**config.mk**
```make
export PLATFORM = sky130hd
export DESIGN_NAME = rx_frame_formatter
export DESIGN_NICKNAME = d
export VERILOG_FILES = /design/src/rtl/rxfmt_pkg.sv /design/src/rtl/rxfmt_ctrl.sv /design/src/rtl/rxfmt_dpath.sv /design/src/rtl/rx_frame_formatter.sv
export SDC_FILE = /design/constraint.sdc
export NUM_CORES = 1
export LEC_CHECK = 0
export BUFFER_PORTS_ARGS = -buffer_cell sky130_fd_sc_hd__buf_2
export CELL_PAD_IN_SITES_DETAIL_PLACEMENT = 0
export CELL_PAD_IN_SITES_GLOBAL_PLACEMENT = 1
export CORE_MARGIN = 3
export CORE_UTILIZATION = 40
export CTS_CLUSTER_SIZE = 24
export DETAILED_ROUTE_END_ITERATION = 6
export GPL_TIMING_DRIVEN = 0
export PLACE_DENSITY_LB_ADDON = 0.1
export SETUP_SLACK_MARGIN = 0.4
export SYNTH_ARGS = -nofsm -noshare
export SYNTH_HDL_FRONTEND = slang
export SYNTH_SLANG_ARGS = --single-unit
```
**constraint.sdc**
```tcl
create_clock -name clk -period 6.1 [get_ports clk]
set_input_delay 0.305 -clock clk [delete_from_list [all_inputs] [get_ports clk]]
set_output_delay 0.305 -clock clk [all_outputs]
set_load 0.02 [all_outputs]
```
**src/rtl/rxfmt_pkg.sv**
```systemverilog
package rxfmt_pkg;

  typedef enum logic [2:0] {
    ST_IDLE, ST_DATA, ST_PAD, ST_CRC, ST_TRL0, ST_TRL1, ST_HDR, ST_DONE
  } fmtState_e;

  typedef enum logic [2:0] {
    SEL_IN, SEL_ZERO, SEL_CRC, SEL_ODD, SEL_MARK_ODD, SEL_MARK_EVEN, SEL_HDR
  } byteSel_e;

  // strobes from control to datapath
  typedef struct packed {
    logic     crcInit;
    logic     crcStep;
    logic     crcZero;
    logic     holdOdd;
    byteSel_e sel;
    logic [1:0] idx;
  } fmtStrobe_t;

  localparam logic [7:0] MARK_ODD  = 8'h60;
  localparam logic [7:0] MARK_EVEN = 8'h40;

endpackage

```
**src/rtl/rxfmt_ctrl.sv**
```systemverilog
module rxfmt_ctrl
  import rxfmt_pkg::*;
#(
  parameter int NUM_W      = 2,
  parameter int ADDR_W     = 11,
  parameter int LEN_W      = 12,
  parameter int BUF_BYTES  = 2048,
  parameter int MIN_FRAME  = 64,
  parameter int LONG_LIMIT = 1518
) (
  input  logic              clk,
  input  logic              rstN,
  input  logic              cfgRxEnable,
  input  logic              cfgSoftReset,
  input  logic              cfgStripCrc,
  input  logic              frmStart,
  input  logic [LEN_W-1:0]  frmLen,
  input  logic              frmValid,
  input  logic              frmLast,
  input  logic              allocValid,
  input  logic [NUM_W-1:0]  allocNum,
  output logic              allocTake,
  output logic              frmDrop,
  output logic              memWrEn,
  output logic [ADDR_W-1:0] memAddr,
  output logic [NUM_W-1:0]  memBuf,
  output logic [31:0]       hdrWord,
  output fmtStrobe_t        stb,
  output logic              rxPush,
  output logic [NUM_W-1:0]  rxPushNum,
  output logic              rcvIrqSet
);

  localparam int PKT_W = LEN_W + 1;
  localparam logic [ADDR_W-1:0] DATA_BASE = ADDR_W'(4);
  localparam logic [ADDR_W-1:0] PAD_END   = ADDR_W'(4 + MIN_FRAME - 1);

  function automatic logic [PKT_W-1:0] pktSizeOf(input logic [LEN_W-1:0] len,
                                                 input logic strip);
    logic [PKT_W-1:0] dl;
    if (len < LEN_W'(MIN_FRAME)) dl = PKT_W'(MIN_FRAME);
    else                         dl = {1'b0, len[LEN_W-1:1], 1'b0};
    return dl + PKT_W'(6) + (strip ? PKT_W'(0) : PKT_W'(4));
  endfunction

  fmtState_e         state, stateNext;
  logic [LEN_W-1:0]  lenQ;
  logic              stripQ;
  logic [NUM_W-1:0]  bufQ;
  logic [PKT_W-1:0]  pktQ;
  logic [ADDR_W-1:0] ptr, ptrNext;
  logic [1:0]        k, kNext;
  logic [PKT_W-1:0]  startPkt;
  logic              startOk;
  logic              longOdd;
  logic [15:0]       pkt16;
  logic [7:0]        statHi;

  assign startPkt = pktSizeOf(frmLen, cfgStripCrc);
  assign startOk  = (state == ST_IDLE) && frmStart && cfgRxEnable && !cfgSoftReset
                    && allocValid && (startPkt <= PKT_W'(BUF_BYTES));
  assign longOdd  = lenQ[0] && (lenQ >= LEN_W'(MIN_FRAME));

  assign allocTake = startOk;
  assign frmDrop   = frmStart && !startOk;
  assign memBuf    = bufQ;
  assign rxPush    = (state == ST_DONE);
  assign rcvIrqSet = (state == ST_DONE);
  assign rxPushNum = bufQ;

  assign pkt16   = 16'(pktQ);
  assign statHi  = {3'b000, lenQ[0], (lenQ > LEN_W'(LONG_LIMIT)), 3'b000};
  assign hdrWord = {pkt16[15:8], pkt16[7:0], statHi, 8'h00};

  always_comb begin
    stb       = '0;
    memWrEn   = 1'b0;
    memAddr   = ptr;
    stateNext = state;
    ptrNext   = ptr;
    kNext     = k;
    case (state)
      ST_IDLE: begin
        if (startOk) begin
          stateNext   = ST_DATA;
          stb.crcInit = 1'b1;
        end
      end
      ST_DATA: begin
        if (frmValid) begin
          stb.crcStep = 1'b1;
          stb.sel     = SEL_IN;
          if (longOdd && frmLast) begin
            stb.holdOdd = 1'b1;
          end else begin
            memWrEn = 1'b1;
            ptrNext = ptr + ADDR_W'(1);
          end
          if (frmLast) begin
            if (ptrNext <= PAD_END) stateNext = ST_PAD;
            else                    stateNext = stripQ ? ST_TRL0 : ST_CRC;
          end
        end
      end
      ST_PAD: begin
        memWrEn     = 1'b1;
        stb.sel     = SEL_ZERO;
        stb.crcStep = 1'b1;
        stb.crcZero = 1'b1;
        ptrNext     = ptr + ADDR_W'(1);
        if (ptr == PAD_END) stateNext = stripQ ? ST_TRL0 : ST_CRC;
      end
      ST_CRC: begin
        memWrEn = 1'b1;
        stb.sel = SEL_CRC;
        stb.idx = k;
        ptrNext = ptr + ADDR_W'(1);
        kNext   = k + 2'd1;
        if (k == 2'd3) begin
          stateNext = ST_TRL0;
          kNext     = 2'd0;
        end
      end
      ST_TRL0: begin
        memWrEn   = 1'b1;
        stb.sel   = longOdd ? SEL_ODD : SEL_ZERO;
        ptrNext   = ptr + ADDR_W'(1);
        stateNext = ST_TRL1;
      end
      ST_TRL1: begin
        memWrEn   = 1'b1;
        stb.sel   = longOdd ? SEL_MARK_ODD : SEL_MARK_EVEN;
        stateNext = ST_HDR;
        kNext     = 2'd0;
      end
      ST_HDR: begin
        memWrEn = 1'b1;
        memAddr = ADDR_W'(k);
        stb.sel = SEL_HDR;
        stb.idx = k;
        kNext   = k + 2'd1;
        if (k == 2'd3) begin
          stateNext = ST_DONE;
          kNext     = 2'd0;
        end
      end
      ST_DONE: stateNext = ST_IDLE;
      default: stateNext = ST_IDLE;
    endcase
  end

  always_ff @(posedge clk) begin
    if (!rstN) begin
      state  <= ST_IDLE;
      lenQ   <= '0;
      stripQ <= 1'b0;
      bufQ   <= '0;
      pktQ   <= '0;
      ptr    <= DATA_BASE;
      k      <= 2'd0;
    end else begin
      state <= stateNext;
      if (startOk) begin
        lenQ   <= frmLen;
        stripQ <= cfgStripCrc;
        bufQ   <= allocNum;
        pktQ   <= startPkt;
        ptr    <= DATA_BASE;
        k      <= 2'd0;
      end else begin
        ptr <= ptrNext;
        k   <= kNext;
      end
    end
  end

  AST_REFUSE_DISABLED: assert property (@(posedge clk) disable iff (!rstN)
    (state == ST_IDLE && frmStart && (!cfgRxEnable || cfgSoftReset)) |=> (state == ST_IDLE));
  AST_WRITE_BELOW_SIZE: assert property (@(posedge clk) disable iff (!rstN)
    memWrEn |-> (PKT_W'(memAddr) < pktQ));
  AST_BUFFER_FITS: assert property (@(posedge clk) disable iff (!rstN)
    (state != ST_IDLE) |-> (pktQ <= PKT_W'(BUF_BYTES)));
  AST_PUSH_SINGLE: assert property (@(posedge clk) disable iff (!rstN)
    rxPush |=> !rxPush);
  AST_BUSY_REFUSES: assert property (@(posedge clk) disable iff (!rstN)
    (state != ST_IDLE && frmStart) |-> !allocTake);
  AST_NO_WRITE_IDLE: assert property (@(posedge clk) disable iff (!rstN)
    (state == ST_IDLE) |-> !memWrEn);

endmodule

```
**src/rtl/rxfmt_dpath.sv**
```systemverilog
module rxfmt_dpath
  import rxfmt_pkg::*;
(
  input  logic        clk,
  input  logic        rstN,
  input  fmtStrobe_t  stb,
  input  logic [7:0]  frmData,
  input  logic [31:0] hdrWord,
  output logic [7:0]  memData
);

  localparam logic [31:0] CRC_POLY = 32'hEDB88320;

  function automatic logic [31:0] crcByte(input logic [31:0] c, input logic [7:0] b);
    logic [31:0] r;
    r = c ^ {24'h0, b};
    for (int i = 0; i < 8; i++) begin
      r = r[0] ? ((r >> 1) ^ CRC_POLY) : (r >> 1);
    end
    return r;
  endfunction

  logic [31:0] crcReg;
  logic [31:0] crcOut;
  logic [7:0]  oddReg;

  assign crcOut = ~crcReg;

  always_ff @(posedge clk) begin
    if (!rstN) begin
      crcReg <= '1;
      oddReg <= 8'h00;
    end else begin
      if (stb.crcInit)      crcReg <= '1;
      else if (stb.crcStep) crcReg <= crcByte(crcReg, stb.crcZero ? 8'h00 : frmData);
      if (stb.holdOdd)      oddReg <= frmData;
    end
  end

  always_comb begin
    case (stb.sel)
      SEL_IN:        memData = frmData;
      SEL_ZERO:      memData = 8'h00;
      SEL_CRC:       memData = crcOut[{stb.idx, 3'b000} +: 8];
      SEL_ODD:       memData = oddReg;
      SEL_MARK_ODD:  memData = MARK_ODD;
      SEL_MARK_EVEN: memData = MARK_EVEN;
      SEL_HDR:       memData = hdrWord[{stb.idx, 3'b000} +: 8];
      default:       memData = 8'h00;
    endcase
  end

  AST_CRC_SEEDED: assert property (@(posedge clk) disable iff (!rstN)
    stb.crcInit |=> (crcReg == 32'hFFFFFFFF));
  AST_ODD_HELD: assert property (@(posedge clk) disable iff (!rstN)
    stb.holdOdd |=> (oddReg == $past(frmData)));

endmodule

```
**src/rtl/rx_frame_formatter.sv**
```systemverilog
module rx_frame_formatter
  import rxfmt_pkg::*;
#(
  parameter int NUM_BUFS   = 4,
  parameter int BUF_BYTES  = 2048,
  parameter int LEN_W      = 12,
  parameter int MIN_FRAME  = 64,
  parameter int LONG_LIMIT = 1518,
  localparam int NUM_W     = $clog2(NUM_BUFS),
  localparam int ADDR_W    = $clog2(BUF_BYTES)
) (
  input  logic              clk,
  input  logic              rstN,
  input  logic              cfgRxEnable,
  input  logic              cfgSoftReset,
  input  logic              cfgStripCrc,
  input  logic              frmStart,
  input  logic [LEN_W-1:0]  frmLen,
  input  logic              frmValid,
  input  logic [7:0]        frmData,
  input  logic              frmLast,
  input  logic              allocValid,
  input  logic [NUM_W-1:0]  allocNum,
  output logic              allocTake,
  output logic              frmDrop,
  output logic              memWrEn,
  output logic [NUM_W-1:0]  memBuf,
  output logic [ADDR_W-1:0] memAddr,
  output logic [7:0]        memData,
  output logic              rxPush,
  output logic [NUM_W-1:0]  rxPushNum,
  output logic              rcvIrqSet
);

  fmtStrobe_t  stb;
  logic [31:0] hdrWord;

  rxfmt_ctrl #(
    .NUM_W(NUM_W), .ADDR_W(ADDR_W), .LEN_W(LEN_W), .BUF_BYTES(BUF_BYTES),
    .MIN_FRAME(MIN_FRAME), .LONG_LIMIT(LONG_LIMIT)
  ) i_ctrl (
    .clk(clk), .rstN(rstN),
    .cfgRxEnable(cfgRxEnable), .cfgSoftReset(cfgSoftReset), .cfgStripCrc(cfgStripCrc),
    .frmStart(frmStart), .frmLen(frmLen), .frmValid(frmValid), .frmLast(frmLast),
    .allocValid(allocValid), .allocNum(allocNum), .allocTake(allocTake), .frmDrop(frmDrop),
    .memWrEn(memWrEn), .memAddr(memAddr), .memBuf(memBuf), .hdrWord(hdrWord), .stb(stb),
    .rxPush(rxPush), .rxPushNum(rxPushNum), .rcvIrqSet(rcvIrqSet)
  );

  rxfmt_dpath i_dpath (
    .clk(clk), .rstN(rstN), .stb(stb), .frmData(frmData),
    .hdrWord(hdrWord), .memData(memData)
  );

endmodule

```
== Word level (Yosys, flattened, before mapping) ==
Index checks and enable logic that the tools add are counted.

* Reductions and logical operators: 21
* Bitwise logic cells: 11
* Shift operators: 2
* Add/sub/neg operators: 4
* Muxes and demuxes: 44
* Equal/unequal tests: 20
* $lt $le $gt $ge: 5

{| class="wikitable"
|+ Operators by type and width
! kind !! number
|-
| $mux 32 || 8
|-
| $not 13->14 || 8
|-
| $shiftx 32x6->8 || 2
|-
| $mux 11 || 5
|-
| $pmux 8 s6 || 1
|-
| $not 32->32 || 1
|-
| $xor 32x8->32 || 1
|-
| $mux 3 || 9
|-
| $pmux 3 s8 || 1
|-
| $pmux 11 s2 || 1
|-
| $eq 3x3->1 const B || 7
|-
| $pmux 3 s6 || 1
|-
| $add 12x3->13 const B || 1
|-
| $add 13x13->13 || 1
|-
| $le 13x12->1 const B || 1
|-
| $eq 3x2->1 const B || 4
|-
| $ge 12x7->1 const B || 1
|-
| $gt 12x11->1 const B || 1
|-
| $lt 12x7->1 const B || 1
|-
| $mux 12 || 1
|-
| $add 11x1->11 const B || 1
|-
| $eq 11x7->1 const B || 1
|-
| $le 11x7->1 const B || 1
|-
| $mux 1 || 9
|-
| 20 further kinds || 39
|}

* Output and inout bits: 28
* Word-level logic and storage cells: 116
* Flip-flop bits (word level): 84
* Bits of input ports: 31

== Logic depth before layout (Yosys ltp) ==
Gate-level depths: netlist of the first run.

* Depth in word-level cells: 20
* Gate-level depth with buffers: 16
* Gate-level depth less buffers: 13

== Modules after synthesis ==
A second synthesis of the first run with hierarchy kept.

* Cells, all modules: 752
* Area, all modules: 6082.1 um^2

{| class="wikitable"
|+ By module, submodules not included
! module !! cells an instance !! sequential area each (um^2) !! times used !! area each (um^2)
|-
| rxfmt_dpath || 364 || 800.8 || 1 || 3109.2
|-
| rxfmt_ctrl || 388 || 860.8 || 1 || 2972.9
|}

== Worst setup path after synthesis of the first run ==
OpenSTA, ideal clock, no wires.

* Kind: input-to-output
* Start point: in frmLen[6]
* End point: out frmDrop
* Path buffers: 3
* Setup slack: 2.401 ns
* Data required time: 5.795 ns
* Cell stages on the path: 14
* Data arrival time: 3.394 ns
* Cells stage by stage: buf_2 nor4_2 nand2_1 nand2_1 ha_1 inv_1 ha_1 a21oi_1 or4b_2 mux2i_1 nor2b_1 buf_2 buf_2 and2_1

* Word-level cells in the longest chain between the ends: 8

{| class="wikitable"
|+ RTL lines
! what !! RTL line !! source
|-
| from (decl) || rx_frame_formatter.sv:18 || <nowiki>input logic [LEN_W-1:0] frmLen,</nowiki>
|-
| $lt 12x7->1 || rxfmt_ctrl.sv:41 || <nowiki>if (len < LEN_W'(MIN_FRAME)) dl = PKT_W'(MIN_FRAME);</nowiki>
|-
| $mux 12 * || rxfmt_ctrl.sv:41 ||
|-
| $add 12x3->13 * || rxfmt_ctrl.sv:43 || <nowiki>return dl + PKT_W'(6) + (strip ? PKT_W'(0) : PKT_W'(4));</nowiki>
|-
| $add 13x13->13 * || rxfmt_ctrl.sv:43 ||
|-
| $le 13x12->1 * || rxfmt_ctrl.sv:61 || <nowiki>&& allocValid && (startPkt <= PKT_W'(BUF_BYTES));</nowiki>
|-
| $logic_and 1x1->1 * || rxfmt_ctrl.sv:61 ||
|-
| $logic_not 1->1 * || rxfmt_ctrl.sv:65 || <nowiki>assign frmDrop = frmStart && !startOk;</nowiki>
|-
| $logic_and 1x1->1 * || rxfmt_ctrl.sv:65 ||
|-
| to (decl) || rx_frame_formatter.sv:25 || <nowiki>output logic frmDrop,</nowiki>
|}

Every way passes the cells marked *; elsewhere a longest branch is shown, timed or not.

== Worst setup path after layout of the first run ==
Ends and elaborated chain as after synthesis.

==> summary.txt, run 1 <==
Die
  – Die Height: 126 um
  – Site Rows: between 40 and 50
  – Die X-Extent: 126 um
  – Initial Utilization: 41.1%
  – Boundary Pins: 59
  – Die area: around 0.016 mm^2
  – Core Box Area: approximately 0.014 mm^2

Synthesis
  – Cell area after synthesis: ~0.0057 mm^2
  – Asr flop ratio synth: 0%
  – Synth warn: 0
  – Number of synthesized flops with an enable pin: 0
  – Top_reg_cell synth: dfxtp_1
  – Distinct cell type count after synthesis: 68
  – Register bit count reported by yosys: 83
  – Post-synthesis sequential area ratio: 29.0%
  – Mapped Cells: just over 700
  – Post-Syn Area per Cell: 8.03 um^2
  – Mapped Nets: 750

Clocking
  – Root buf cell: clkbuf_16
  – Clock buffer depth: 2
  – Clock sink count: 83
  – TritonCTS clock tree: yes
  – Post-cts resize count: 0
  – Clock Latency Late Sink: roughly 0.34 ns
  – H-tree levels: 3
  – Clk slew on worst S/H paths: 0.06 ns
  – Num CTS Buffers: 9
  – Post-CTS Hold Fix Bufs: 0
  – Postcts setup bufs: 0

Routing
  – Via count: between 5000 and 6000
  – DR iter-0 viols: about 360
  – Wirelength per Cell: roughly 19 um
  – Remaining DRCs: 0
  – Initial DRT Pass Iterations: 5
  – Drt total wl: roughly 18000 um
  – Routed vias/inst: ~5.5
  – Routed Antenna Nets: 0

Placed design
  – GP Congestion: 0.919
  – Placement Setup Slack: between 1.5 and 2 ns
  – # port buffers: 53
  – Detailed placement HPWL: roughly 14000 um
  – Placed instance count: between 900 and 1000

Timing
  – Finish-stage setup viols: 0
  – Final worst-path cycle share: between 70% and 80%
  – TNS Setup: 0 ns
  – Max Freq: 0.230 GHz
  – Fin worst setup slack: between 1.5 and 2 ns
  – Slew @ Worst Pin: 0.946 ns
  – RSZ-0062 raised after global routing: no
  – Final hold vios: 0
  – Tmin final: 4.34 ns
  – Final Max Tran Viols: 0
  – Setup Skew: roughly 0.0078 ns
  – Slew headroom: a little under two fifths

Layout
  – Fin cells: between 900 and 1000
  – Area Growth Syn to Fin: 14.3%
  – Fraction of layout cells with a size suffix above 1: ~12%
  – Inserted Diodes: 0
  – Most common cell after layout, fill and taps aside: nand2_1
  – Most frequent cells in the layout: 125 x nand2_1, 83 x dfxtp_1, 63 x nor2_1
  – # fillers: between 1000 and 1500
  – Final nets: between 800 and 900

Power and ir drop
  – Int Pwr: 1.90 mW
  – Clock power share: between 10% and 20%
  – Reg power frac: 23.5%
  – Comb power frac: 58.1%
  – P_sw: ~1.4 mW
  – Sw Ratio: between 40% and 50%
  – Worst IR Drop VDD: ~200 uV
  – PwrDens: ~500 mW/mm^2
  – Overall Power: about 3.3 mW
  – Pleak: about 2.8 nW

Worst setup path
  – CP arrival: slightly above 4 ns
  – CP max stage delay: roughly 0.52 ns
  – Critical Path Source Type: input port
  – Worst setup EP type: output port
  – Critical Path Fanout Max: 10
  – Req. time, crit path: 5.79 ns
  – WP buf/inv: 5
  – CP Cell Sequence: buf_2, nor4_2, nand2_1, nand2_1, ha_1, inv_1, ha_1, fa_1, nand3_1, mux2i_1, a2bb2oi_1, nor4_2, nor2b_1, buf_2, buf_2, and2_1, buf_2
  – Most used cell along the critical path: buf_2
  – CP max-delay cell: nor4_2
  – Critical path's top delay family: simple AND/OR/NAND/NOR gates
  – Crit Path Class: in -> out

Outcome
  – Status: complete, no violations

GRT
  – Antenna violations before repair: 0
  – GR Overflow Total: 0
  – Largest net degree at the start of global routing: 14
  – Global-route wire length before repair: roughly 28000 um
  – Total track usage: 22.7%
  – Vias in the first global route: around 5100

Job
  – Total of max-cap violations: 0

Hold path
  – Hold Crit Class: in -> reg
-- per-stage QoR --
stage | area (um^2) | hold WS (ns) | utilization [%]
floorplan | 5730 | 0.431 | -
global placement | 6220 | 0.446 | 44.6
detailed placement | 6220 | 0.448 | 44.6
CTS | 6550 | 0.199 | 47.0
global route | 6550 | 0.218 | 47.0
finish | 6550 | 0.199 | 47.0
-- registers in the layout, indices dropped and copies added, names as in the netlist --
register,cells
i_ctrl.ptr,11
i_ctrl.k,2
i_ctrl.memBuf,2
i_ctrl.pktQ,12
i_dpath.crcReg,32
i_ctrl.lenQ,12
i_ctrl.stripQ,1
i_dpath.oddReg,8
i_ctrl.state,3
-- power by group through the flow --
| stage | Sequential (mW) | Clock, mW | Combinational, mW |
|---|---|---|---|
| after CTS | 0.776 | 0.617 | 1.91 |
| after global placement | 0.785 | 0 | 1.88 |
| after detailed placement | 0.787 | 0 | 1.89 |
| after global routing | 0.790 | 0.640 | 2.08 |
| final | 0.779 | 0.608 | 1.92 |
| after floorplan | 0.740 | 0 | 1.50 |
-- synthesized netlist by cell type (14+ instances only) --
cell / number / area (um^2)
a21oi_1: 14 / 70.1
and2_1: 15 / 93.8
clkbuf_1: 39 / 146
dfxtp_1: 83 / 1660
mux2i_1: 42 / 420
nand2_1: 125 / 469
nand3_1: 20 / 100
nor2_1: 63 / 236
nor2b_1: 24 / 150
o211ai_1: 24 / 180
o21ai_0: 27 / 135
xnor2_1: 45 / 394
xor2_1: 36 / 315
-- tightest hold or removal path, cell delays in order --
cell and delay (ns):
buf_2 0.09, nand2_1 0.05, mux2i_1 0.05
-- cells by family after synthesis --
| group | count (synthesis) | share of synthesized area, % |
|---|---|---|
| XOR/XNOR | 90 | 16.0 |
| buffers and inverters | 65 | 4.65 |
| AO/OA/AOI/OAI | 125 | 15.5 |
| flip-flops | 83 | 29.0 |
| AND/OR/NAND/NOR | 299 | 24.8 |
| multiplexers | 45 | 8.52 |
| adder cells (fa/ha/maj) | 6 | 1.44 |
-- worst paths after layout --
check,startpoint,depth (start not counted),to,slack [ns]
setup reg to reg,i_ctrl.state[1],6,i_dpath.crcReg[18],3.17
hold reg to reg,i_ctrl.lenQ[3],2,i_ctrl.lenQ[3],0.46
setup / recovery,frmLen[6],17,frmDrop,1.76
hold / removal,frmLen[0],3,i_ctrl.lenQ[0],0.20
-- area by class of cell --
cell class	count	area [um^2]	share of cell area, %
Sequential cell	83	1660	25.4
Clock buffer	12	256	3.92
Clock inverter	4	72.6	1.11
Timing Repair Buffer	53	265	4.05
Inverter	13	48.8	0.745
Tap cell	180	225	3.44
Buffer	52	218	3.33
Multi-Input combinational cell	565	3800	58.0
-- per-layer routing --
layer  vias to the layer above  GRT usage, %  wire length (um)
li1                       2602             -                 -
met1                      2546          33.9              9080
met2                       162          33.8              7790
met3                        20          2.84               910
met4                         0          7.59               328
met5                         -             0                 0
No activity file was read; power rests on OpenSTA's default activity.
==> run 2, diff against run 1 <==
==> constraint.sdc (replaced) <==
create_clock -name clk -period 3.94 [get_ports clk]
set_input_delay 0.197 -clock clk [delete_from_list [all_inputs] [get_ports clk]]
set_output_delay 0.197 -clock clk [all_outputs]
set_load 0.02 [all_outputs]
==> run 2 against run 1 <==
Sequential share of layout area shrank 1.1 points. Die area did not move. Design area rose by 4.6%. Final cell count grew 1.7%. Sequential power grew 55%. Critical endpoint unchanged. Highest routed layer unchanged. Critical path depth did not move. Hold slack lost 0.11 ns.
==> summary.txt, run 2 (synthesized netlist as in run 1, its figures left out) <==
Die
  – Die Height: 126 um (unchanged)
  – Initial Utilization: 41.1% (unchanged)
  – Core Box Area: 0.0139 mm^2 (unchanged)
  – Boundary Pins: 59 (unchanged)
  – Site Rows: 43 (unchanged)
  – Die area: 0.0158 mm^2 (unchanged)
  – Die X-Extent: 126 um (unchanged)

Timing
  – TNS Setup: 0 ns (unchanged)
  – Slew @ Worst Pin: 0.936 ns (was 0.946 ns)
  – Final worst-path cycle share: between 80% and 90%
  – Slew headroom: 37.6% (was 36.9%)
  – Final hold vios: 0 (unchanged)
  – Fin worst setup slack: 0.467 ns (was 1.76 ns)
  – Final Max Tran Viols: 0 (unchanged)
  – Hold Worst Slack: 0.0938 ns (was 0.199 ns)
  – Max Freq: roughly 0.29 GHz
  – Tmin final: around 3.5 ns
  – Finish-stage setup viols: 0 (unchanged)
  – Setup Skew: 0.00713 ns (was 0.00779 ns)
  – RSZ-0062 raised after global routing: yes (was no)

GRT
  – Largest net degree at the start of global routing: 14 (unchanged)
  – GR Overflow Total: 0 (unchanged)
  – Antenna violations before repair: 0 (unchanged)
  – Total track usage: 22.9% (was 22.7%)
  – Global-route wire length before repair: 28600 um (was 28400 um)
  – Vias in the first global route: 5110 (was 5059)

Worst setup path
  – CP arrival: 3.28 ns (was 4.03 ns)
  – CP max-delay cell: fa_2 (was nor4_2)
  – CP max stage delay: 0.39 ns (was 0.52 ns)
  – Crit Path Class: in -> out (unchanged)
  – CP Cell Sequence: buf_12, nor4_4, nand2_2, buf_6, nand2_2, inv_1, ha_4, fa_2, xor2_2, nor4b_4, nand4_1, nor4_4, nor2b_1, buf_4, buf_12, and2_4, buf_6 (was buf_2, nor4_2, nand2_1, nand2_1, ha_1, inv_1, ha_1, fa_1, nand3_1, mux2i_1, a2bb2oi_1, nor4_2, nor2b_1, buf_2, buf_2, and2_1, buf_2)
  – Critical Path Source Type: input port (unchanged)
  – Req. time, crit path: 3.74 ns (was 5.79 ns)
  – Worst setup EP type: output port (unchanged)
  – Critical Path Fanout Max: 7 (was 10)

Routing
  – Via count: 5408 (was 5330)
  – Routed vias/inst: 5.53 (was 5.54)
  – Drt total wl: 18600 um (was 18100 um)
  – Wirelength per Cell: 19.0 um (was 18.8 um)
  – DR iter-0 viols: 346 (was 357)
  – Initial DRT Pass Iterations: 5 (unchanged)
  – Routed Antenna Nets: 0 (unchanged)
  – Remaining DRCs: 0 (unchanged)

Clocking
  – Clock sink count: 83 (unchanged)
  – Num CTS Buffers: 9 (unchanged)
  – Root buf cell: clkbuf_16 (unchanged)
  – H-tree levels: 3 (unchanged)
  – Clock buffer depth: 2 (unchanged)
  – Clk slew on worst S/H paths: 0.06 ns (about the same)
  – TritonCTS clock tree: yes (unchanged)
  – Clock Latency Late Sink: 0.34 ns (about the same)

Power and ir drop
  – Sw Ratio: 42.5% (about the same)
  – Reg power frac: 23.4% (was 23.5%)
  – Worst IR Drop VDD: 311 uV (was 202 uV)
  – Comb power frac: 58.4% (was 58.1%)
  – Overall Power: 5.16 mW (was 3.31 mW)
  – PwrDens: 753 mW/mm^2 (was 505 mW/mm^2)
  – Int Pwr: 2.97 mW (was 1.90 mW)
  – P_sw: 2.19 mW (was 1.41 mW)
  – Pleak: 2.88 nW (was 2.75 nW)
  – Clock power share: 18.3% (was 18.4%)

Layout
  – Final core utilization: 49.1% (was 47.0%)
  – Fraction of layout cells with a size suffix above 1: 16.7% (was 12.4%)
  – Inserted Diodes: 0 (unchanged)
  – Most frequent cells in the layout: 122 x nand2_1, 83 x dfxtp_1, 62 x nor2_1 (was 125 x nand2_1, 83 x dfxtp_1, 63 x nor2_1)
  – Biggest regs: i_dpath.crcReg x32, i_ctrl.lenQ x12, i_ctrl.pktQ x12 (unchanged)
  – # fillers: 1386 (was 1418)
  – Most common cell after layout, fill and taps aside: nand2_1 (unchanged)
  – Max reg flops: 32 (unchanged)
  – Fin cells: 978 (was 962)
  – Most flops, register: i_dpath.crcReg (unchanged)
  – Area Growth Syn to Fin: 19.5% (was 14.3%)
  – Fin area: 0.00685 mm^2 (was 0.00655 mm^2)
  – Final nets: 830 (was 814)

Placed design
  – GP Congestion: 0.919 (unchanged)
  – Placement Setup Slack: -0.152 ns (was 1.79 ns)
  – Placed instance count: 946 (unchanged)
  – # port buffers: 53 (unchanged)
  – Cell Area, Placed: 0.00622 mm^2 (unchanged)
  – Detailed placement HPWL: 13900 um (unchanged)

Hold path
  – Hold Crit Class: in -> reg (unchanged)

Job
  – Total of max-cap violations: 0 (unchanged)

Outcome
  – Status: complete, no violations (unchanged)
-- run 2: cell types whose count changed in the layout (fill, tap and decap cells not counted), moves of 3 or more --
cell | previous run | this run
clkbuf_1 | 40 | 36
nand2_1 | 125 | 122
buf_2 | 62 | 55
buf_6 | 0 | 3
clkbuf_2 | 0 | 4
nand2_2 | 0 | 3
buf_4 | 3 | 21
-- run 2: path summary, 6_finish.rpt --
| kind | startpoint | cells after the start | slack [ns] | end |
|---|---|---|---|---|
| max reg2reg | i_ctrl.state[1] | 6 | 0.99 | i_dpath.crcReg[18] |
| min reg2reg | i_ctrl.lenQ[3] | 2 | 0.46 | i_ctrl.lenQ[3] |
| min | frmLen[0] | 3 | 0.09 | i_ctrl.lenQ[0] |
| max | frmLen[6] | 17 | 0.47 | frmDrop |
-- run 2: layout make-up --
| cell class | count | area (um^2) | area share [%] |
|---|---|---|---|
| buffer | 52 | 258 | 3.76 |
| clock buffer | 12 | 256 | 3.75 |
| clock inverter | 4 | 72.6 | 1.06 |
| inverter | 13 | 51.3 | 0.749 |
| multi-input combinational | 565 | 3920 | 57.2 |
| sequential | 83 | 1660 | 24.3 |
| tap | 180 | 225 | 3.29 |
| timing repair buffer | 69 | 404 | 5.90 |
-- run 2: repair_timing --
item,4_1_cts,5_1_grt
gates resized for setup,11,40
hold buffers,0,0
buffers inserted,4,12
pin swaps,4,12
endpoints found under the setup margin,41,42
-- run 2: power by group through the flow --
stage / clock network (mW) / registers [mW] / logic [mW]
5_1_grt: 0.990 / 1.22 / 3.26
2_1_floorplan: 0 / 1.15 / 2.32
3_3_place_gp: 0 / 1.22 / 2.92
3_5_place_dp: 0 / 1.22 / 2.93
4_1_cts: 0.956 / 1.20 / 2.96
6_report: 0.941 / 1.21 / 3.01
-- run 2: per-layer routing --
metal	vias up	GRT usage [%]	wire length, um
met2	151	34.3	8120
li1	2636	-	-
met1	2603	34.0	9320
met3	18	2.84	821
met5	-	0	0
met4	0	7.59	325
-- run 2: critical path: cells and delay by family --
| kind | cells | cell delay [ns] |
|---|---|---|
| XOR/XNOR | 1 | 0.17 |
| adder cells (fa/ha/maj) | 2 | 0.56 |
| AND/OR/NAND/NOR | 8 | 1.62 |
| buffers and inverters | 6 | 0.73 |
==> run 3, diff against run 2 <==
--- a/config.mk
+++ b/config.mk
@@ -14,7 +14,8 @@
 export DETAILED_ROUTE_END_ITERATION = 6
 export GPL_TIMING_DRIVEN = 0
 export PLACE_DENSITY_LB_ADDON = 0.1
-export SETUP_SLACK_MARGIN = 0.4
+export SETUP_SLACK_MARGIN = 0.3
 export SYNTH_ARGS = -nofsm -noshare
 export SYNTH_HDL_FRONTEND = slang
+export SYNTH_HIERARCHICAL = 1
 export SYNTH_SLANG_ARGS = --single-unit
==> run 3 against run 2 <==
Synthesized cell count grew 5.5%. Combinational power rose by 4%. Clock skew fell by 0.0012 ns. Clock-buffer cell count unchanged. Total power grew 0.19%. Fmax is 0.86% higher. Global-route usage decreased by 0.72 points. Utilization is 0.61 points lower. Final cell count rose by 5.2%. Synthesized area is 6.2% higher. Clock power is 6.1% lower. Critical endpoint is now allocTake. Highest routed layer unchanged.
==> summary.txt, run 3 <==
Layout
  – Inserted Diodes: 0 (unchanged)
  – Fraction of layout cells with a size suffix above 1: 21.8% (was 16.7%)
  – # fillers: 1477 (was 1386)
  – Most common cell after layout, fill and taps aside: nor2_1 (was nand2_1)
  – Most flops, register: i_dpath/crcReg (was i_dpath.crcReg)
  – Final core utilization: 48.5% (was 49.1%)
  – Final nets: 877 (was 830)
  – Most frequent cells in the layout: 94 x nor2_1, 82 x dfxtp_1, 66 x a21oi_1 (was 122 x nand2_1, 83 x dfxtp_1, 62 x nor2_1)
  – Fin cells: 1029 (was 978)
  – Area Growth Syn to Fin: 17.3% (was 19.5%)
  – Max reg flops: 32 (unchanged)
  – Biggest regs: i_dpath/crcReg x32, i_ctrl/lenQ x12, i_ctrl/pktQ x12 (was i_dpath.crcReg x32, i_ctrl.lenQ x12, i_ctrl.pktQ x12)

Worst setup path
  – WP buf/inv: 7 (was 6)
  – Critical Path Source Type: input port (unchanged)
  – Crit Path Class: in -> out (unchanged)
  – CP max-delay cell: fa_2 (unchanged)
  – Critical path's top delay family: simple AND/OR/NAND/NOR gates (unchanged)
  – Worst setup EP type: output port (unchanged)
  – CP arrival: 3.25 ns (was 3.28 ns)
  – Req. time, crit path: 3.74 ns (about the same)
  – Critical Path Fanout Max: 7 (unchanged)
  – CP Cell Sequence: buf_2, nor4_4, nand2_2, nand2_1, ha_1, inv_2, ha_4, inv_2, fa_2, and3b_2, nand3_1, a2111oi_4, and4_1, buf_6, nor2_4, buf_4, inv_4, buf_2 (was buf_12, nor4_4, nand2_2, buf_6, nand2_2, inv_1, ha_4, fa_2, xor2_2, nor4b_4, nand4_1, nor4_4, nor2b_1, buf_4, buf_12, and2_4, buf_6)
  – CP max stage delay: 0.37 ns (was 0.39 ns)

Power and ir drop
  – Comb power frac: 60.5% (was 58.4%)
  – Clock power share: 17.1% (was 18.3%)
  – Int Pwr: 2.98 mW (was 2.97 mW)
  – Pleak: 2.89 nW (was 2.88 nW)
  – PwrDens: 724 mW/mm^2 (was 753 mW/mm^2)
  – Worst IR Drop VDD: 362 uV (was 311 uV)
  – P_sw: 2.19 mW (about the same)
  – Sw Ratio: 42.4% (was 42.5%)
  – Reg power frac: 22.4% (was 23.4%)

GRT
  – Global-route wire length before repair: 28700 um (was 28600 um)
  – Largest net degree at the start of global routing: 17 (was 14)
  – Vias in the first global route: 5239 (was 5110)
  – GR Overflow Total: 0 (unchanged)
  – Antenna violations before repair: 0 (unchanged)
  – Total track usage: 22.1% (was 22.9%)

Die
  – Die area: 0.0167 mm^2 (was 0.0158 mm^2)
  – Core Box Area: 0.0147 mm^2 (was 0.0139 mm^2)
  – Die Height: 129 um (was 126 um)
  – Die X-Extent: 129 um (was 126 um)
  – Initial Utilization: 41.4% (was 41.1%)
  – Site Rows: 44 (was 43)
  – Boundary Pins: 59 (unchanged)

Clocking
  – Clock Latency Late Sink: 0.35 ns (was 0.34 ns)
  – Num CTS Buffers: 9 (unchanged)
  – Post-CTS Hold Fix Bufs: 0 (unchanged)
  – Clock buffer depth: 2 (unchanged)
  – H-tree levels: 3 (unchanged)
  – Clk slew on worst S/H paths: 0.06 ns (about the same)
  – Clock sink count: 83 (unchanged)
  – Root buf cell: clkbuf_16 (unchanged)
  – TritonCTS clock tree: yes (unchanged)

Routing
  – Routed vias/inst: 5.37 (was 5.53)
  – Drt total wl: 18400 um (was 18600 um)
  – Routed Antenna Nets: 0 (unchanged)
  – Remaining DRCs: 0 (unchanged)
  – Via count: 5530 (was 5408)
  – Wirelength per Cell: 17.9 um (was 19.0 um)
  – Initial DRT Pass Iterations: 7 (was 5)
  – DR iter-0 viols: 311 (was 346)

Placed design
  – Placed instance count: 1005 (was 946)
  – GP Congestion: 0.892 (was 0.919)
  – Detailed placement HPWL: 13900 um (about the same)
  – # port buffers: 52 (was 53)

Synthesis
  – Top cells by count, synth: 96 x nor2_1, 83 x dfxtp_1, 66 x a21oi_1 (was 125 x nand2_1, 83 x dfxtp_1, 63 x nor2_1)
  – Synth warn: 6 (was 0)
  – Register bit count reported by yosys: 83 (unchanged)
  – Top_reg_cell synth: dfxtp_1 (unchanged)
  – Distinct cell type count after synthesis: 73 (was 68)
  – Mapped Cells: 752 (was 713)
  – Leading area contributor after synthesis: dfxtp_1 (unchanged)
  – Post-Syn Area per Cell: 8.09 um^2 (was 8.03 um^2)
  – Asr flop ratio synth: 0% (unchanged)
  – Most common cell in the synthesized netlist: nor2_1 (was nand2_1)
  – Cell area after synthesis: 0.00608 mm^2 (was 0.00573 mm^2)
  – Synth area leaders: dfxtp_1 27%, xnor2_1 7.8%, nor2_1 5.9%, a21oi_1 5.4%, o21ai_0 4.0% (was dfxtp_1 29%, nand2_1 8.2%, mux2i_1 7.3%, xnor2_1 6.9%, xor2_1 5.5%)
  – Post-synthesis sequential area ratio: 27.3% (was 29.0%)
  – Synth top area share: 27.3% (was 29.0%)
  – Number of synthesized flops with an enable pin: 0 (unchanged)

Outcome
  – Status: complete, no violations (unchanged)

Timing
  – Tmin final: 3.44 ns (was 3.47 ns)
  – Max Freq: 0.290 GHz (was 0.288 GHz)
  – Slew @ Worst Pin: 0.624 ns (was 0.936 ns)
  – Final worst-path cycle share: 87.4% (was 88.1%)
  – RSZ-0062 raised after global routing: yes (unchanged)
  – Final Max Tran Viols: 0 (unchanged)
  – Finish-stage setup viols: 0 (unchanged)
  – Final hold vios: 0 (unchanged)
  – Setup Skew: 0.00590 ns (was 0.00713 ns)
  – Slew headroom: 58.4% (was 37.6%)

Hold path
  – Hold Crit Class: in -> reg (unchanged)

Job
  – Total of max-cap violations: 0 (unchanged)
run 3: cell count changes after synthesis, sizes merged, moves of 13 or more:
cell    delta
buf       +34
o21ai     +22
nor2      +35
mux2i     -29
nand3     +13
a21oi     +52
xnor2     +21
nand2     -79
o211ai    -17
run 3: area by class of cell:
cell class | count | area [um^2] | share of cell area, %
multi-input cells | 591 | 4060 | 56.9
flip-flops and latches | 83 | 1660 | 23.3
plain buffers | 81 | 492 | 6.89
repair buffers | 60 | 330 | 4.63
clock buffers | 12 | 256 | 3.60
well taps | 184 | 230 | 3.23
inverters | 14 | 55.1 | 0.772
clock inverters | 4 | 48.8 | 0.684
run 3: path summary, 6_finish.rpt:
path                    from                  to  slack [ns]  cells past startpoint
max               frmLen[11]           allocTake        0.50                     18
min              allocNum[1]    i_ctrl/memBuf[1]        0.11                      3
max reg2reg  i_ctrl/state[0]  i_dpath/crcReg[22]        0.80                      8
min reg2reg   i_ctrl/pktQ[4]      i_ctrl/pktQ[4]        0.47                      2
run 3: through the flow:
stage / power, mW / hold WS, ns / setup slack [ns] / area (um^2) / setup TNS [ns]
2_1_floorplan: 3.57 / 0.325 / 0.239 / 6200 / 0
3_3_place_gp: 4.19 / 0.453 / -0.320 / 6690 / -5.47
3_5_place_dp: 4.23 / 0.462 / -0.350 / 6690 / -6.28
4_1_cts: 5.16 / 0.0938 / 0.304 / 7040 / 0
5_1_grt: 5.48 / 0.124 / 0.284 / 7130 / 0
6_report: 5.17 / 0.108 / 0.497 / 7130 / 0
run 3: kinds of logic after synthesis:
family          Yosys count  share of synthesized area, %
xor+xnor                101                          18.3
other cells               1                        0.0617
fa+ha+maj                 6                          1.36
flops                    83                          27.3
buf+inv                  95                          8.27
simple gates            269                          21.6
mux                      23                          5.47
compound gates          174                          17.6
run 3: power by group through the flow:
| stage | sequential [mW] | combinational (mW) | clock, mW |
|---|---|---|---|
| floorplan | 1.09 | 2.48 | 0 |
| global route | 1.17 | 3.38 | 0.932 |
| global placement | 1.17 | 3.02 | 0 |
| CTS | 1.15 | 3.10 | 0.907 |
| detailed placement | 1.17 | 3.06 | 0 |
| finish | 1.16 | 3.13 | 0.884 |
run 3: worst reg2reg max path, stage by stage, from the launching register on:
cell and delay (ns):
dfxtp_1 0.34, clkbuf_2 0.19, buf_1 0.27, nor2_1 0.54, nor2_1 0.17, xnor2_2 0.44
xnor3_1 0.54, or4_1 0.41, o311a_1 0.13
run 3: what timing repair did:
| action | in CTS | in global routing |
|---|---|---|
| setup endpoints to repair | 31 | 30 |
| gates resized for setup | 7 | 28 |
| pin swaps | 3 | 9 |
| buffers inserted | 3 | 5 |
run 3: metal layers:
layer | wire length, um | GRT usage, %
met1 | 8160 | 28.4
met2 | 8980 | 36.9
met3 | 701 | 3.63
met4 | 534 | 9.51
met5 | 0 | 0
